===== src/rtl/r3c_pkg.sv =====
`timescale 1ns/1ps
package r3c_pkg;
    localparam int DW   = 16;              // data part width
    localparam int CW   = 16;              // coefficient width
    localparam int FRAC = CW - 1;          // Q1.15 fraction bits
    localparam int SW   = DW + 1;          // sum/difference width
    localparam int PW   = SW + CW;         // constant product width
    localparam int AW   = DW + CW + 4;     // accumulator width
    localparam int COEF_MAX = (2 ** (CW - 1)) - 1;

    localparam logic signed [CW-1:0] HALF_ROOT3 = 16'sd28378;
    localparam logic signed [AW-1:0] SAT_HI     = AW'((2 ** (DW - 1)) - 1);
    localparam logic signed [AW-1:0] SAT_LO     = -SAT_HI - 1;
    localparam logic signed [AW-1:0] ROUND_HALF = AW'(1) <<< (FRAC - 1);

    typedef logic signed [DW-1:0] dat_t;
    typedef logic signed [SW-1:0] wide_t;
    typedef logic signed [CW-1:0] coef_t;

    typedef struct packed { dat_t re;  dat_t im;  } cplx_t;
    typedef struct packed { wide_t re; wide_t im; } cplx_w_t;

    typedef enum logic [1:0] {
        PH_SUM  = 2'd0,
        PH_ROT1 = 2'd1,
        PH_ROT2 = 2'd2,
        PH_BAD  = 2'd3
    } phase_e;

    typedef struct packed {
        logic    valid;
        phase_e  phase;
        logic    code;
        cplx_t   x0;
        cplx_w_t sum;
        cplx_w_t dif;
    } fold_t;

    typedef struct packed {
        logic   valid;
        phase_e phase;
        logic   code;
        cplx_t  v;
    } comb_t;

    function automatic dat_t saturate(input logic signed [AW-1:0] v);
        if (v > SAT_HI) return dat_t'(SAT_HI[DW-1:0]);
        if (v < SAT_LO) return dat_t'(SAT_LO[DW-1:0]);
        return v[DW-1:0];
    endfunction

    function automatic logic signed [AW-1:0] round_q(input logic signed [AW-1:0] v);
        return (v + ROUND_HALF) >>> FRAC;
    endfunction

    function automatic cplx_t code_value(input cplx_t x);
        cplx_t r;
        r.re = x.re[0] ? dat_t'(-1) : dat_t'(1);
        r.im = '0;
        return r;
    endfunction

    // {re, im} of exp(-j*2*pi*m/len) in Q1.15, rounded half away from zero
    function automatic logic [2*CW-1:0] twiddle_word(input int m, input int len);
        real th, cr, sr;
        int  ci, si;
        th = 2.0 * 3.14159265358979323846 * real'(m) / real'(len);
        cr = real'(COEF_MAX) * $cos(th);
        sr = -real'(COEF_MAX) * $sin(th);
        ci = (cr >= 0.0) ? $rtoi(cr + 0.5) : $rtoi(cr - 0.5);
        si = (sr >= 0.0) ? $rtoi(sr + 0.5) : $rtoi(sr - 0.5);
        return {ci[CW-1:0], si[CW-1:0]};
    endfunction
endpackage


===== src/rtl/r3c_fold.sv =====
`timescale 1ns/1ps
module r3c_fold
    import r3c_pkg::*;
#(
    parameter int SEC_LEN = 16,
    parameter int IW      = 4,
    parameter int TIW     = 5
) (
    input  logic           clk,
    input  logic           rst,
    input  logic           en,
    input  logic           in_valid,
    input  logic [1:0]     phase,
    input  logic [IW-1:0]  idx,
    input  logic           code,
    input  cplx_t          x0,
    input  cplx_t          x1,
    input  cplx_t          x2,
    output fold_t          s1,
    output logic [TIW-1:0] tw_idx
);
    cplx_t y0, y1, y2;

    always_comb begin
        y0 = code ? code_value(x0) : x0;
        y1 = code ? code_value(x1) : x1;
        y2 = code ? code_value(x2) : x2;
    end

    always_ff @(posedge clk) begin
        if (rst) begin
            s1     <= '0;
            tw_idx <= '0;
        end else if (en) begin
            s1.valid  <= in_valid;
            s1.phase  <= phase_e'(phase);
            s1.code   <= code;
            s1.x0     <= y0;
            s1.sum.re <= SW'(y1.re) + SW'(y2.re);
            s1.sum.im <= SW'(y1.im) + SW'(y2.im);
            s1.dif.re <= SW'(y1.re) - SW'(y2.re);
            s1.dif.im <= SW'(y1.im) - SW'(y2.im);
            case (phase)
                2'd1:    tw_idx <= TIW'(idx);
                2'd2:    tw_idx <= TIW'(idx) << 1;
                default: tw_idx <= '0;
            endcase
        end
    end

    p_legal_input_r10: assert property (@(posedge clk) disable iff (rst)
        in_valid |-> (phase != 2'd3) && (32'(idx) < SEC_LEN))
        else $error("illegal phase or index at input");
endmodule


===== src/rtl/r3c_combine.sv =====
`timescale 1ns/1ps
module r3c_combine
    import r3c_pkg::*;
(
    input  logic  clk,
    input  logic  rst,
    input  logic  en,
    input  fold_t s1,
    output comb_t s2
);
    logic signed [PW-1:0] p_re, p_im;      // C*d_re, C*d_im
    logic signed [AW-1:0] base_re, base_im, acc_re, acc_im;
    cplx_t                v_next;

    always_comb begin
        if (s1.code) begin
            // d is -2, 0 or +2: the constant scale is a conditional negation
            p_im = '0;
            if (s1.dif.re == '0)   p_re = '0;
            else if (s1.dif.re[SW-1]) p_re = -(PW'(HALF_ROOT3) <<< 1);
            else                   p_re = PW'(HALF_ROOT3) <<< 1;
        end else begin
            p_re = PW'(s1.dif.re) * PW'(HALF_ROOT3);
            p_im = PW'(s1.dif.im) * PW'(HALF_ROOT3);
        end

        base_re = (AW'(s1.x0.re) <<< FRAC) - ((AW'(s1.sum.re) <<< FRAC) >>> 1);
        base_im = (AW'(s1.x0.im) <<< FRAC) - ((AW'(s1.sum.im) <<< FRAC) >>> 1);

        case (s1.phase)
            PH_ROT1: begin
                acc_re = base_re + AW'(p_im);
                acc_im = base_im - AW'(p_re);
            end
            PH_ROT2: begin
                acc_re = base_re - AW'(p_im);
                acc_im = base_im + AW'(p_re);
            end
            default: begin
                acc_re = AW'(s1.x0.re) + AW'(s1.sum.re);
                acc_im = AW'(s1.x0.im) + AW'(s1.sum.im);
            end
        endcase

        if (s1.phase == PH_ROT1 || s1.phase == PH_ROT2) begin
            v_next.re = saturate(round_q(acc_re));
            v_next.im = saturate(round_q(acc_im));
        end else begin
            v_next.re = saturate(acc_re);
            v_next.im = saturate(acc_im);
        end
    end

    always_ff @(posedge clk) begin
        if (rst) begin
            s2 <= '0;
        end else if (en) begin
            s2.valid <= s1.valid;
            s2.phase <= s1.phase;
            s2.code  <= s1.code;
            s2.v     <= v_next;
        end
    end

    p_code_imag_r9: assert property (@(posedge clk) disable iff (rst)
        (en && s1.valid && s1.code && s1.phase == PH_SUM) |=> (s2.v.im == '0))
        else $error("code mode produced a nonzero imaginary sum");
endmodule


===== src/rtl/r3c_twiddle_rom.sv =====
`timescale 1ns/1ps
module r3c_twiddle_rom
    import r3c_pkg::*;
#(
    parameter int LEN   = 48,
    parameter int DEPTH = 31,
    parameter int TIW   = 5
) (
    input  logic           clk,
    input  logic           rst,
    input  logic           en,
    input  logic [TIW-1:0] idx,
    output coef_t          coef_re,
    output coef_t          coef_im
);
    coef_t tab_re [DEPTH];
    coef_t tab_im [DEPTH];

    for (genvar g = 0; g < DEPTH; g++) begin : g_tab
        localparam logic [2*CW-1:0] WORD = twiddle_word(g, LEN);
        assign tab_re[g] = coef_t'(WORD[2*CW-1:CW]);
        assign tab_im[g] = coef_t'(WORD[CW-1:0]);
    end

    always_ff @(posedge clk) begin
        if (rst) begin
            coef_re <= '0;
            coef_im <= '0;
        end else if (en) begin
            coef_re <= tab_re[idx];
            coef_im <= tab_im[idx];
        end
    end

    p_unit_twiddle_r5: assert property (@(posedge clk) disable iff (rst)
        (en && idx == '0) |=> (coef_re == coef_t'(COEF_MAX) && coef_im == '0))
        else $error("index 0 did not read the unit twiddle");
endmodule


===== src/rtl/r3c_rotate.sv =====
`timescale 1ns/1ps
module r3c_rotate
    import r3c_pkg::*;
(
    input  logic  clk,
    input  logic  rst,
    input  logic  en,
    input  comb_t s2,
    input  coef_t coef_re,
    input  coef_t coef_im,
    output logic  out_valid,
    output cplx_t y
);
    logic signed [AW-1:0] m_re, m_im;
    cplx_t                y_next;

    always_comb begin
        m_re = AW'(s2.v.re) * AW'(coef_re) - AW'(s2.v.im) * AW'(coef_im);
        m_im = AW'(s2.v.re) * AW'(coef_im) + AW'(s2.v.im) * AW'(coef_re);
        if (s2.phase == PH_SUM) begin
            y_next = s2.v;
        end else begin
            y_next.re = saturate(round_q(m_re));
            y_next.im = saturate(round_q(m_im));
        end
    end

    always_ff @(posedge clk) begin
        if (rst) begin
            out_valid <= 1'b0;
            y         <= '0;
        end else if (en) begin
            out_valid <= s2.valid;
            y         <= y_next;
        end
    end

    p_stall_hold_r8: assert property (@(posedge clk) disable iff (rst)
        (out_valid && !en) |=> (out_valid && $stable(y)))
        else $error("output changed during a stall");

    p_phase0_pass_r2: assert property (@(posedge clk) disable iff (rst)
        (en && s2.valid && s2.phase == PH_SUM) |=> (y == $past(s2.v)))
        else $error("phase 0 value altered by the rotator");
endmodule


===== src/rtl/radix3_section_combiner.sv =====
`timescale 1ns/1ps
module radix3_section_combiner
    import r3c_pkg::*;
#(
    parameter int N_LEN = 48
) (
    input  logic                         clk,
    input  logic                         rst,
    input  logic                         in_valid,
    output logic                         in_ready,
    input  logic [1:0]                   in_phase,
    input  logic [$clog2(N_LEN/3)-1:0]   in_idx,
    input  logic                         in_code,
    input  logic signed [DW-1:0]         in_x0_re,
    input  logic signed [DW-1:0]         in_x0_im,
    input  logic signed [DW-1:0]         in_x1_re,
    input  logic signed [DW-1:0]         in_x1_im,
    input  logic signed [DW-1:0]         in_x2_re,
    input  logic signed [DW-1:0]         in_x2_im,
    output logic                         out_valid,
    input  logic                         out_ready,
    output logic signed [DW-1:0]         out_re,
    output logic signed [DW-1:0]         out_im
);
    localparam int SEC_LEN  = N_LEN / 3;
    localparam int IW       = $clog2(SEC_LEN);
    localparam int TW_DEPTH = 2 * SEC_LEN - 1;   // k*n never exceeds 2*(N/3-1)
    localparam int TIW      = (TW_DEPTH > 1) ? $clog2(TW_DEPTH) : 1;

    logic           en;
    cplx_t          x0, x1, x2, y;
    fold_t          s1;
    comb_t          s2;
    logic [TIW-1:0] tw_idx;
    coef_t          coef_re, coef_im;

    assign en       = out_ready;
    assign in_ready = out_ready;
    assign x0       = '{re: in_x0_re, im: in_x0_im};
    assign x1       = '{re: in_x1_re, im: in_x1_im};
    assign x2       = '{re: in_x2_re, im: in_x2_im};
    assign out_re   = y.re;
    assign out_im   = y.im;

    r3c_fold #(.SEC_LEN(SEC_LEN), .IW(IW), .TIW(TIW)) u_fold (
        .clk(clk), .rst(rst), .en(en), .in_valid(in_valid),
        .phase(in_phase), .idx(in_idx), .code(in_code),
        .x0(x0), .x1(x1), .x2(x2), .s1(s1), .tw_idx(tw_idx)
    );

    r3c_combine u_combine (
        .clk(clk), .rst(rst), .en(en), .s1(s1), .s2(s2)
    );

    r3c_twiddle_rom #(.LEN(N_LEN), .DEPTH(TW_DEPTH), .TIW(TIW)) u_rom (
        .clk(clk), .rst(rst), .en(en), .idx(tw_idx),
        .coef_re(coef_re), .coef_im(coef_im)
    );

    r3c_rotate u_rotate (
        .clk(clk), .rst(rst), .en(en), .s2(s2),
        .coef_re(coef_re), .coef_im(coef_im),
        .out_valid(out_valid), .y(y)
    );

    p_reset_idle_r1: assert property (@(posedge clk) disable iff (rst)
        $fell(rst) |-> !out_valid)
        else $error("output valid right after reset");
endmodule


===== config.mk =====
export PLATFORM = sky130hd
export DESIGN_NAME = radix3_section_combiner
export DESIGN_NICKNAME = d
export VERILOG_FILES = /design/src/rtl/r3c_pkg.sv /design/src/rtl/r3c_fold.sv /design/src/rtl/r3c_combine.sv /design/src/rtl/r3c_twiddle_rom.sv /design/src/rtl/r3c_rotate.sv /design/src/rtl/radix3_section_combiner.sv
export SDC_FILE = /design/constraint.sdc
export NUM_CORES = 2
export LEC_CHECK = 0
export ABC_AREA = 1
export BUFFER_PORTS_ARGS = -buffer_cell sky130_fd_sc_hd__buf_4
export CORE_MARGIN = 10
export CORE_UTILIZATION = 60
export DETAILED_ROUTE_END_ITERATION = 8
export PLACE_DENSITY_LB_ADDON = 0.12
export SLEW_MARGIN = 20
export SYNTH_ARGS = -nofsm -noshare
export SYNTH_HDL_FRONTEND = slang
export SYNTH_SLANG_ARGS = --single-unit

===== constraint.sdc =====
create_clock -name clk -period 10.95 [get_ports clk]
set_input_delay 3.285 -clock clk [delete_from_list [all_inputs] [get_ports clk]]
set_output_delay 3.285 -clock clk [all_outputs]
set_load 0.02 [all_outputs]

==> results.toml <==
[run_status]
status = "finished, violations left"
violations = "design-rule violations"

[routing]
vias = 68200
via_per_inst = 5.52
drtPass1Iterations = 9
wirelength_microns = 244000
avgRoutedWirePerCell_microns = 19.7
ant_nets = 0
drc = 1
drt_iter0_drc = 5685

[sta]
rsz0062_at_grt = "no"
relSlewSlack_pct = 23.2
layout_worst_path_cycle_share_pct = 94.1
tightestPinTransition_ns = 1.15
whs_ns = 0.464
clock.fmax_ghz = 0.0971
drv_slew = 0
final_hold_viol_count = 0
setup_violations = 0
setup_tns_ns = 0
post-route-min-period_ns = 10.30
finClkSkew_ns = 0.0186

[global_route]
track_usage_pct = 33.3
grt_pass1_wl_microns = 384000
antenna_found_initial = 3
grt_max_degree = 141
grt_overflow_total = 0
first_global_vias = 69500

[critical_path]
crit_required_ns = 11.48
startpoint = "u_combine.s2[20]"
cp.arrival_ns = 10.82
crit_path_end_kind = "register"
critPathTopFamily = "adder cells"
max_stage_delay_ns = 1.01
crit_top_cell = "nand2_1"
r2r-start = "u_combine.s2[20]"
worst-path-buf-inv = 5
slowest_stage = "dfxtp_1"
cp_max_fo = 15
crit_type = "reg -> reg"
cp-start-kind = "register"

[placement]
dp_cells = 12300
io_buffers = 140
routabilityCongestion = 1.04
dpl.hpwl_microns = 205000

[clocking]
clk_transition_reported_paths_ns = 0.07
cts_hold_buffers = 0
clock-sinks = 207
postCtsSetupRepairBufs = 0
cts_max_path_buffers = 3
h-tree-depth = 1
cts_buffers = 27
cts_resized = 0
worst_skew_pair.late_latency_ns = 0.62
cts-root-buf = "clkbuf_16"
cts_tree = "yes"

[layout]
final_cells = 12300
nNetsFinal = 12900
drive_gt1_share_pct = 4.64
final_core_util_pct = 63.3
syn_to_final_growth_pct = 4.92
nFillCells = 12100
final_cell_mix = "2771 x inv_1, 2201 x nand2_1, 1303 x fa_1"
final_common_cell = "inv_1"

[synth]
yosys_warnings = 0
synth.area.top_cells = "fa_1 33%, ha_1 15%, inv_1 13%, nand2_1 11%, dfxtp_1 5.3%"
synth_cell_type_count = 66
async_reset_ff_share_pct = 0
yosysTopAreaCellShare_pct = 33.4
synth_area_sq_um = 78000
syn_avg_cell_area_sq_um = 7.33
yosys.area.top_type = "fa_1"
synth-seq-area-share_pct = 5.31
ys_ff_latch = 207
netlist_instances = 10700
syn_nets = 13000
synthFlopType = "dfxtp_1"
synth_edf_count = 0

[floorplan]
coreArea_sq_um = 129000
num_rows = 132
fp.dieH_microns = 381
pin_count = 141
initial_core_util_pct = 60.3
die_x_microns = 381
die_area_sq_um = 145000

[worst_hold_path]
hold_path_class = "reg -> reg"
hold_start = "u_rotate.y[16]"

[job]
max-cap-violations = 0
[cells in the mapped netlist (5+ instances only)]
| cell | number |
|---|---|
| a211oi_1 | 17 |
| a21boi_0 | 23 |
| a21o_1 | 26 |
| a21oi_1 | 737 |
| a21oi_2 | 7 |
| a221oi_1 | 6 |
| a22o_1 | 16 |
| a31oi_1 | 38 |
| and2_1 | 8 |
| buf_1 | 18 |
| buf_2 | 11 |
| buf_6 | 6 |
| clkbuf_1 | 355 |
| clkinv_1 | 6 |
| dfxtp_1 | 207 |
| fa_1 | 1303 |
| ha_1 | 912 |
| inv_1 | 2772 |
| inv_2 | 10 |
| nand2_1 | 2201 |
| nand2_2 | 24 |
| nand2_4 | 5 |
| nand3_1 | 302 |
| nand3_2 | 18 |
| nand3b_1 | 6 |
| nand4_1 | 54 |
| nor2_1 | 517 |
| nor2_2 | 15 |
| nor2_4 | 13 |
| nor3_1 | 45 |
| nor3b_1 | 5 |
| nor4_1 | 6 |
| o211ai_1 | 21 |
| o21a_1 | 17 |
| o21ai_0 | 432 |
| o21ai_1 | 5 |
| o21bai_1 | 46 |
| o221ai_1 | 9 |
| o22ai_1 | 6 |
| o31ai_1 | 25 |
| or2_2 | 21 |
| xnor2_1 | 122 |
| xor2_1 | 216 |
[logic make-up (layout without fill, tap and decap cells)]
kind of cell	count (synthesis)	after routing	synth area share [%]
other	0	2	0
DFF	207	207	5.31
and+or+nand+nor	3248	3248	17.0
buffers and inverters	3183	3130	15.4
xor gates and xnor gates	338	338	3.79
adders and majority gates	2215	2215	48.0
AOI/OAI and AO/OA	1463	1463	10.4
[per-stage QoR]
stage	setup slack [ns]	area, sq um
6_report	0.651	81900
5_1_grt	0.00321	81900
4_1_cts	0.0962	81800
3_5_place_dp	0.120	80900
3_3_place_gp	0.134	80900
2_1_floorplan	2.08	78000
[state kept, by name, summed over array words and instances, names as in the netlist]
name,cells
u_rotate.y,32
u_fold.tw_idx,5
u_fold.s1,102
u_combine.s2,35
u_rom.coef_im,16
u_rom.coef_re,16
u_rotate.out_valid,1
[layer usage]
metal | routed length, microns | up-vias | track usage [%]
met5 | 0 | - | 0
met1 | 93700 | 33000 | 41.2
met2 | 112000 | 2677 | 54.7
li1 | - | 31800 | -
met3 | 16400 | 681 | 3.51
met4 | 21500 | 0 | 23.4
[tightest hold or removal path: cells and delay by family, from the launching register on]
| family | cells | cell delay, ns |
|---|---|---|
| flip-flops | 1 | 0.31 |
| AND/OR/NAND/NOR | 1 | 0.06 |
| AO/OA/AOI/OAI | 1 | 0.05 |
[final timing paths]
check,end,slack (ns),depth (start not counted)
setup reg to reg,u_rotate.y[4],0.65,40
hold / removal,u_rotate.y[16],0.46,2
setup / recovery,u_rotate.y[4],0.65,40
hold reg to reg,u_rotate.y[16],0.46,2
[area by class of cell]
cell class / count / area [sq um] / share of cell area, %
sequential: 207 / 4170 / 5.09
multi-input combinational: 7264 / 61900 / 75.6
clock inverter: 14 / 173 / 0.211
timing repair buffer: 293 / 2250 / 2.75
clock buffer: 34 / 742 / 0.906
antenna: 2 / 5.00 / 0.00611
inverter: 2789 / 10500 / 12.8
tap: 1742 / 2180 / 2.66
Power is not shown: default switching activity piles up to over one toggle a cycle in this logic, so the estimate is an artifact.
